$ cat src/rtl/rxq_pkg.sv
package rxq_pkg;

  // strobes issued by the control to the storage
  typedef struct packed {
    logic wrEn;     // accept srcData into the tail slot
    logic rdEn;     // retire the head slot
    logic srcEdge;  // source domain rising edge this master cycle
    logic dstEdge;  // destination domain rising edge this master cycle
  } xferStrobes_t;

  // slot state reported by the storage back to the control
  typedef struct packed {
    logic tailFree;   // tail slot is empty
    logic tailAged;   // tail slot was already empty at an earlier source edge
    logic headFull;   // head slot holds a word
    logic headAged;   // head word was already present at an earlier destination edge
  } storeStatus_t;

endpackage

$ cat src/rtl/rxq_edge_gen.sv
module rxq_edge_gen #(
  parameter int DIV_W = 4
) (
  input  logic             clk,
  input  logic             rstN,
  input  logic [DIV_W-1:0] div,
  output logic             tick,
  output logic             tickNext,
  output logic             tickPrev
);

  logic [DIV_W-1:0] phaseCnt;
  logic [DIV_W-1:0] lastIdx;

  // a divisor of zero behaves as one
  assign lastIdx  = (div == '0) ? '0 : div - DIV_W'(1);
  assign tick     = (phaseCnt == '0);
  assign tickNext = (phaseCnt >= lastIdx);

  always_ff @(posedge clk) begin
    if (!rstN) begin
      phaseCnt <= '0;
      tickPrev <= 1'b0;
    end else begin
      phaseCnt <= (phaseCnt >= lastIdx) ? '0 : phaseCnt + DIV_W'(1);
      tickPrev <= tick;
    end
  end

  // two edges of a divided clock are never adjacent when the divisor exceeds one
  p_edge_spacing_r2: assert property (@(posedge clk) disable iff (!rstN)
    (tick && div > DIV_W'(1)) |=> !tick);

  // the edge preview always agrees with the following cycle
  p_edge_preview_r2: assert property (@(posedge clk) disable iff (!rstN)
    tickNext |=> tick);

endmodule

$ cat src/rtl/rxq_ctrl.sv
module rxq_ctrl
  import rxq_pkg::*;
#(
  parameter int DIV_W = 4
) (
  input  logic             clk,
  input  logic             rstN,
  input  logic [DIV_W-1:0] srcDiv,
  input  logic [DIV_W-1:0] dstDiv,
  input  logic             srcTick,
  input  logic             srcNext,
  input  logic             srcPrev,
  input  logic             dstTick,
  input  logic             dstNext,
  input  logic             dstPrev,
  input  logic             srcValid,
  input  logic             dstReady,
  input  storeStatus_t     status,
  output logic             srcReady,
  output logic             dstValid,
  output xferStrobes_t     strobes
);

  logic srcSafe;
  logic dstSafe;
  logic srcNearDst;
  logic dstNearSrc;

  // an other-domain edge one master cycle away marks a misaligned edge
  assign srcNearDst = dstPrev | dstNext;
  assign dstNearSrc = srcPrev | srcNext;

  assign srcSafe = srcTick & (dstTick | ~srcNearDst);
  assign dstSafe = dstTick & (srcTick | ~dstNearSrc);

  // misaligned edges proceed only when residency covers a whole local period
  assign srcReady = srcTick & status.tailFree & (srcSafe | status.tailAged);
  assign dstValid = dstTick & status.headFull & (dstSafe | status.headAged);

  always_comb begin
    strobes         = '0;
    strobes.wrEn    = srcReady & srcValid;
    strobes.rdEn    = dstValid & dstReady;
    strobes.srcEdge = srcTick;
    strobes.dstEdge = dstTick;
  end

  // with unit divisors every master cycle must be a safe edge on both sides
  p_unity_all_safe_r8: assert property (@(posedge clk) disable iff (!rstN)
    (srcDiv == DIV_W'(1) && dstDiv == DIV_W'(1)) |-> (srcSafe && dstSafe));

  // a word is offered only when the storage reports one held
  p_valid_needs_word_r4: assert property (@(posedge clk) disable iff (!rstN)
    dstValid |-> status.headFull);

  // the source is never accepted into an occupied slot
  p_ready_needs_room_r6: assert property (@(posedge clk) disable iff (!rstN)
    srcReady |-> status.tailFree);

endmodule

$ cat src/rtl/rxq_store.sv
module rxq_store
  import rxq_pkg::*;
#(
  parameter int DATA_W = 32,
  parameter int DEPTH  = 2
) (
  input  logic              clk,
  input  logic              rstN,
  input  xferStrobes_t      strobes,
  input  logic [DATA_W-1:0] wrData,
  output logic [DATA_W-1:0] rdData,
  output storeStatus_t      status
);

  localparam int PTR_W = (DEPTH > 1) ? $clog2(DEPTH) : 1;
  localparam logic [PTR_W-1:0] LAST_IDX = PTR_W'(DEPTH - 1);

  logic [PTR_W-1:0]  wrPtr;
  logic [PTR_W-1:0]  rdPtr;
  logic [DEPTH-1:0]  occVec;
  logic [DEPTH-1:0]  seenVec;
  logic [DEPTH-1:0]  freeVec;
  logic [DATA_W-1:0] slotData [DEPTH];

  for (genvar i = 0; i < DEPTH; i++) begin : g_slot
    logic              occ;
    logic              seenAtDst;
    logic              freeAtSrc;
    logic [DATA_W-1:0] word;
    logic              wrHit;
    logic              rdHit;

    assign wrHit = strobes.wrEn & (wrPtr == PTR_W'(i));
    assign rdHit = strobes.rdEn & (rdPtr == PTR_W'(i));

    always_ff @(posedge clk) begin
      if (!rstN) begin
        occ       <= 1'b0;
        seenAtDst <= 1'b0;
        freeAtSrc <= 1'b1;
        word      <= '0;
      end else begin
        // record residency seen at each domain's edge
        if (strobes.dstEdge && occ) seenAtDst <= 1'b1;
        if (strobes.srcEdge && !occ) freeAtSrc <= 1'b1;
        if (rdHit) occ <= 1'b0;
        if (wrHit) begin
          occ       <= 1'b1;
          word      <= wrData;
          seenAtDst <= 1'b0;
          freeAtSrc <= 1'b0;
        end
      end
    end

    assign occVec[i]   = occ;
    assign seenVec[i]  = seenAtDst;
    assign freeVec[i]  = freeAtSrc;
    assign slotData[i] = word;
  end

  always_ff @(posedge clk) begin
    if (!rstN) begin
      wrPtr <= '0;
      rdPtr <= '0;
    end else begin
      if (strobes.wrEn) wrPtr <= (wrPtr == LAST_IDX) ? '0 : wrPtr + PTR_W'(1);
      if (strobes.rdEn) rdPtr <= (rdPtr == LAST_IDX) ? '0 : rdPtr + PTR_W'(1);
    end
  end

  always_comb begin
    status          = '0;
    status.tailFree = ~occVec[wrPtr];
    status.tailAged = freeVec[wrPtr];
    status.headFull = occVec[rdPtr];
    status.headAged = seenVec[rdPtr];
  end

  assign rdData = slotData[rdPtr];

  p_no_overflow_r6: assert property (@(posedge clk) disable iff (!rstN)
    strobes.wrEn |-> !occVec[wrPtr]);

  p_no_underflow_r7: assert property (@(posedge clk) disable iff (!rstN)
    strobes.rdEn |-> occVec[rdPtr]);

  p_read_advances_r7: assert property (@(posedge clk) disable iff (!rstN)
    strobes.rdEn |=> (rdPtr != $past(rdPtr)));

  p_write_fills_r7: assert property (@(posedge clk) disable iff (!rstN)
    (strobes.wrEn && !strobes.rdEn) |=> ($countones(occVec) == $past($countones(occVec)) + 1));

endmodule

$ cat src/rtl/ratio_xing_queue.sv
module ratio_xing_queue
  import rxq_pkg::*;
#(
  parameter int DATA_W = 32,
  parameter int DIV_W  = 4,
  parameter int DEPTH  = 2
) (
  input  logic              clk,
  input  logic              rstN,
  input  logic [DIV_W-1:0]  srcDiv,
  input  logic [DIV_W-1:0]  dstDiv,
  input  logic              srcValid,
  output logic              srcReady,
  input  logic [DATA_W-1:0] srcData,
  output logic              dstValid,
  input  logic              dstReady,
  output logic [DATA_W-1:0] dstData
);

  logic         srcTick;
  logic         srcNext;
  logic         srcPrev;
  logic         dstTick;
  logic         dstNext;
  logic         dstPrev;
  xferStrobes_t strobes;
  storeStatus_t status;

  rxq_edge_gen #(.DIV_W(DIV_W)) u_srcEdge (
    .clk(clk), .rstN(rstN), .div(srcDiv),
    .tick(srcTick), .tickNext(srcNext), .tickPrev(srcPrev)
  );

  rxq_edge_gen #(.DIV_W(DIV_W)) u_dstEdge (
    .clk(clk), .rstN(rstN), .div(dstDiv),
    .tick(dstTick), .tickNext(dstNext), .tickPrev(dstPrev)
  );

  rxq_ctrl #(.DIV_W(DIV_W)) u_ctrl (
    .clk(clk), .rstN(rstN), .srcDiv(srcDiv), .dstDiv(dstDiv),
    .srcTick(srcTick), .srcNext(srcNext), .srcPrev(srcPrev),
    .dstTick(dstTick), .dstNext(dstNext), .dstPrev(dstPrev),
    .srcValid(srcValid), .dstReady(dstReady), .status(status),
    .srcReady(srcReady), .dstValid(dstValid), .strobes(strobes)
  );

  rxq_store #(.DATA_W(DATA_W), .DEPTH(DEPTH)) u_store (
    .clk(clk), .rstN(rstN), .strobes(strobes),
    .wrData(srcData), .rdData(dstData), .status(status)
  );

endmodule

$ cat config.mk
export PLATFORM = sky130hd
export DESIGN_NAME = ratio_xing_queue
export DESIGN_NICKNAME = d
export VERILOG_FILES = /design/src/rtl/rxq_pkg.sv /design/src/rtl/rxq_edge_gen.sv /design/src/rtl/rxq_ctrl.sv /design/src/rtl/rxq_store.sv /design/src/rtl/ratio_xing_queue.sv
export SDC_FILE = /design/constraint.sdc
export NUM_CORES = 1
export LEC_CHECK = 0
export BUFFER_PORTS_ARGS = -buffer_cell sky130_fd_sc_hd__buf_2
export CAP_MARGIN = 15
export CORE_MARGIN = 8
export CORE_UTILIZATION = 30
export DETAILED_ROUTE_END_ITERATION = 12
export GPL_TIMING_DRIVEN = 0
export HOLD_SLACK_MARGIN = 0.1
export SYNTH_ARGS = -nofsm -noshare
export SYNTH_HDL_FRONTEND = slang
export SYNTH_HIERARCHICAL = 1
export SYNTH_SLANG_ARGS = --single-unit
$ cat constraint.sdc
create_clock -name clk -period 2.2 [get_ports clk]
set_input_delay 0.11 -clock clk [delete_from_list [all_inputs] [get_ports clk]]
set_output_delay 0.11 -clock clk [all_outputs]
set_load 0.01 [all_outputs]
==> metrics.txt <==
Core Area between 10000 and 15000 sq um; final antenna-violating net count 0; I/O pin cnt 78; first-pass GRT wire length roughly 16 mm; Ys Warns 6; Synth Area in XOR/XNOR 1.11%; reg2reg start u_dstEdge/phaseCnt[0]$_SDFF_PP0_; Reg2Reg Depth 10; GRT Total Usage 12.3%; Layout Nets 590; Rows 42; clock sinks 82; critical path type reg2reg; Avg Cell Area, Syn 9.90 sq um; number of non-filler instances in the completed layout between 700 and 800; skew final a little over 0.005 ns; Longest Clk Path Bufs 2; WP depth 10; DP Worst Slack -0.316 ns; CP Cell Sequence inv_2, ha_4, nor3b_4, o21ai_1, nor2_1, o31a_1, and2_4, buf_12, clkbuf_16, mux2i_1; CTS tree done; die width 131 um; VDD IR-drop max roughly 0.37 mV; most frequent cells in the layout 99 x nand2_1, 88 x buf_2, 78 x dfxtp_1; R2R Setup Slk 0.12 ns; 1st-iter DRT viols 86; Hold Crit Start rstN; first-pass detailed-route iteration total 4; vias in the first global route 3420; Critical R2R Capture u_store/g_slot[1].word[11]$_SDFFE_PN0P_; CTS buffer count 9; min Tclk post-route 2.08 ns; slowest CP cell dfxtp_2; hpwl dp 7.22 mm; final hold slack 0.135 ns; Worst Setup End Kind flop; outcome finished, final reports clean; adder-cell share of the synthesized area 3.80%; Most used DFF post-synth dfxtp_1; Max-slew headroom 65.4%; # setup viols final 0; die height 131 um; max-cap violations 0; initial antenna violation count 0; EDFF count, synth 0; Final Max Tran Viols 0; complex-gate fraction of the synthesized area 4.75%; Hold Path Cell Cnt 2; worst path required time 2.46 ns; Vias 3207; Buf/Inv on CP 3; routed len/inst 14.8 um; critical path data arrival time around 2.3 ns; crit-path max cell delay 0.33 ns; Total Wirelength 10.6 mm; Syn Inst Count between 300 and 400; Synthesized Nets 455; Worst Tran Pin Value 0.518 ns; #FFs+latches synth just over 80; clock slew at reported path FFs 0.06 ns; Avg Vias per Cell ~4.5; Worst Hold End u_srcEdge/tickPrev$_SDFF_PN0_; largest net degree at the start of global routing 14; proportion of synthesized area in mux cells 26.7%; die area 17100 sq um; post-layout util 42.6%; ant diodes 0; Mapped Area between 3000 and 4000 sq um; layout cell share with drive strength beyond 1 36.7%; placer congestion estimate 0.764; Final Hold Vio Count 0; Placed Instances 652; H-tree depth 3; Post-Synth Simple-Gate Area around 16%; IO buf count 77; delay-heaviest family, CP simple AND/OR/NAND/NOR gates; Netlist cell types 38; worst-path maximum fanout 7; largest family of logic cells by synthesized area multiplexers; clk_lat worst skew 0.33 ns; most common cell after layout, fill and taps aside nand2_1; unrepaired setup endpoints after global routing no; post-synthesis sequential area ratio 41.6%; fill count 1284; gr ovfl total 0; DRC violations left 0; CP startpoint kind flop; fmax between 400 and 500 MHz; Initial Utilization approximately 30%; static leakage 2.44 nW; final worst-path cycle share 94.4%; clk root buf clkbuf_16; FFs w/ async S/R, synth 0%; Min-Delay Path Class in2reg; Final WS setup 0.123 ns; Pwr Density 837 nW/um^2; Area growth syn-to-layout 40.7%
-- flip-flops by register name, summed over array words and instances (netlist names), 2 cells and up --
signal	flops
u_store/g_slot.word	64
u_srcEdge/phaseCnt	4
u_dstEdge/phaseCnt	4
u_store/g_slot.occ	2
u_store/g_slot.freeAtSrc	2
u_store/g_slot.seenAtDst	2
-- cells in the mapped netlist (3+ instances only) --
master    count  area share, %
nor2b_1       4           0.63
and2_1        4           0.63
o21ai_0       3           0.38
inv_1         7           0.67
dfxtp_1      82             42
mux2i_1      65             16
nor3b_2       5            1.6
o211ai_2      3           0.95
nor3_1        3           0.38
buf_4         4           0.76
nor2_1       15            1.4
buf_12        3            1.5
xnor2_1       3           0.67
buf_2        11            1.4
nand3_1       3           0.38
ha_1         12            3.8
buf_6         5            1.4
nand2_1      99            9.4
mux2_2       36             10
a21oi_1       7           0.89
-- layer usage --
metal / track usage [%] / wire (um) / vias up
met2: 21.5 / 5310 / 54
met5: 0 / 0 / -
met3: 3.21 / 465 / 16
met1: 13.9 / 4570 / 1512
li1: - / - / 1625
met4: 5.60 / 218 / 0
-- what timing repair did --
action	CTS	global route
hold endpoints to repair	64	0
gates cloned	1	5
buffers inserted	4	5
hold buffers	32	0
pin swaps	4	10
endpoints found under the setup margin	39	63
gates resized for setup	10	24
-- worst max path at each step --
stage	from	endpoint	slack, ns
floorplan	dstDiv[1]	u_store/g_slot[1].word[22]$_SDFFE_PN0P_	0.11
global placement	dstDiv[1]	u_store/g_slot[0].word[27]$_SDFFE_PN0P_	-0.24
global route	u_dstEdge/phaseCnt[1]$_SDFF_PP0_	u_store/g_slot[1].word[4]$_SDFFE_PN0P_	0.002
CTS	u_dstEdge/phaseCnt[3]$_SDFF_PP0_	u_store/g_slot[0].occ$_SDFFE_PN0P_	-0.01
detailed placement	dstDiv[1]	u_store/g_slot[0].word[25]$_SDFFE_PN0P_	-0.32
finish	u_dstEdge/phaseCnt[0]$_SDFF_PP0_	u_store/g_slot[1].word[11]$_SDFFE_PN0P_	0.12
-- cells by family after synthesis --
group           Yosys count
compound gates           25
xor+xnor                  5
fa+ha+maj                12
buf+inv                  33
flops                    82
mux                     101
simple gates            141
-- per-stage QoR --
step	power [mW]	area [sq um]	setup TNS [ns]
floorplan	2.51	3950	0
global placement	2.81	4560	-10.73
finish	4.65	5560	0
CTS	4.52	5280	-0.0517
detailed placement	2.84	4560	-14.99
global route	4.90	5560	0
-- report_power, final --
group          leakage (nW)  internal, mW  switching [mW]
registers             0.669          1.65          0.0996
clock network         0.151         0.934           0.584
logic                  1.62         0.773           0.609
total                  2.44          3.36            1.29
-- layout make-up --
cell class | count | area [sq um] | share of cell area (%)
buffer | 26 | 263 | 4.73
clock buffer | 11 | 253 | 4.55
clock inverter | 5 | 52.6 | 0.946
inverter | 7 | 26.3 | 0.473
multi-input combinational | 284 | 2150 | 38.7
sequential | 82 | 1650 | 29.6
tap | 176 | 220 | 3.96
timing repair buffer | 124 | 946 | 17.0
No activity file was read; power rests on OpenSTA's default activity.
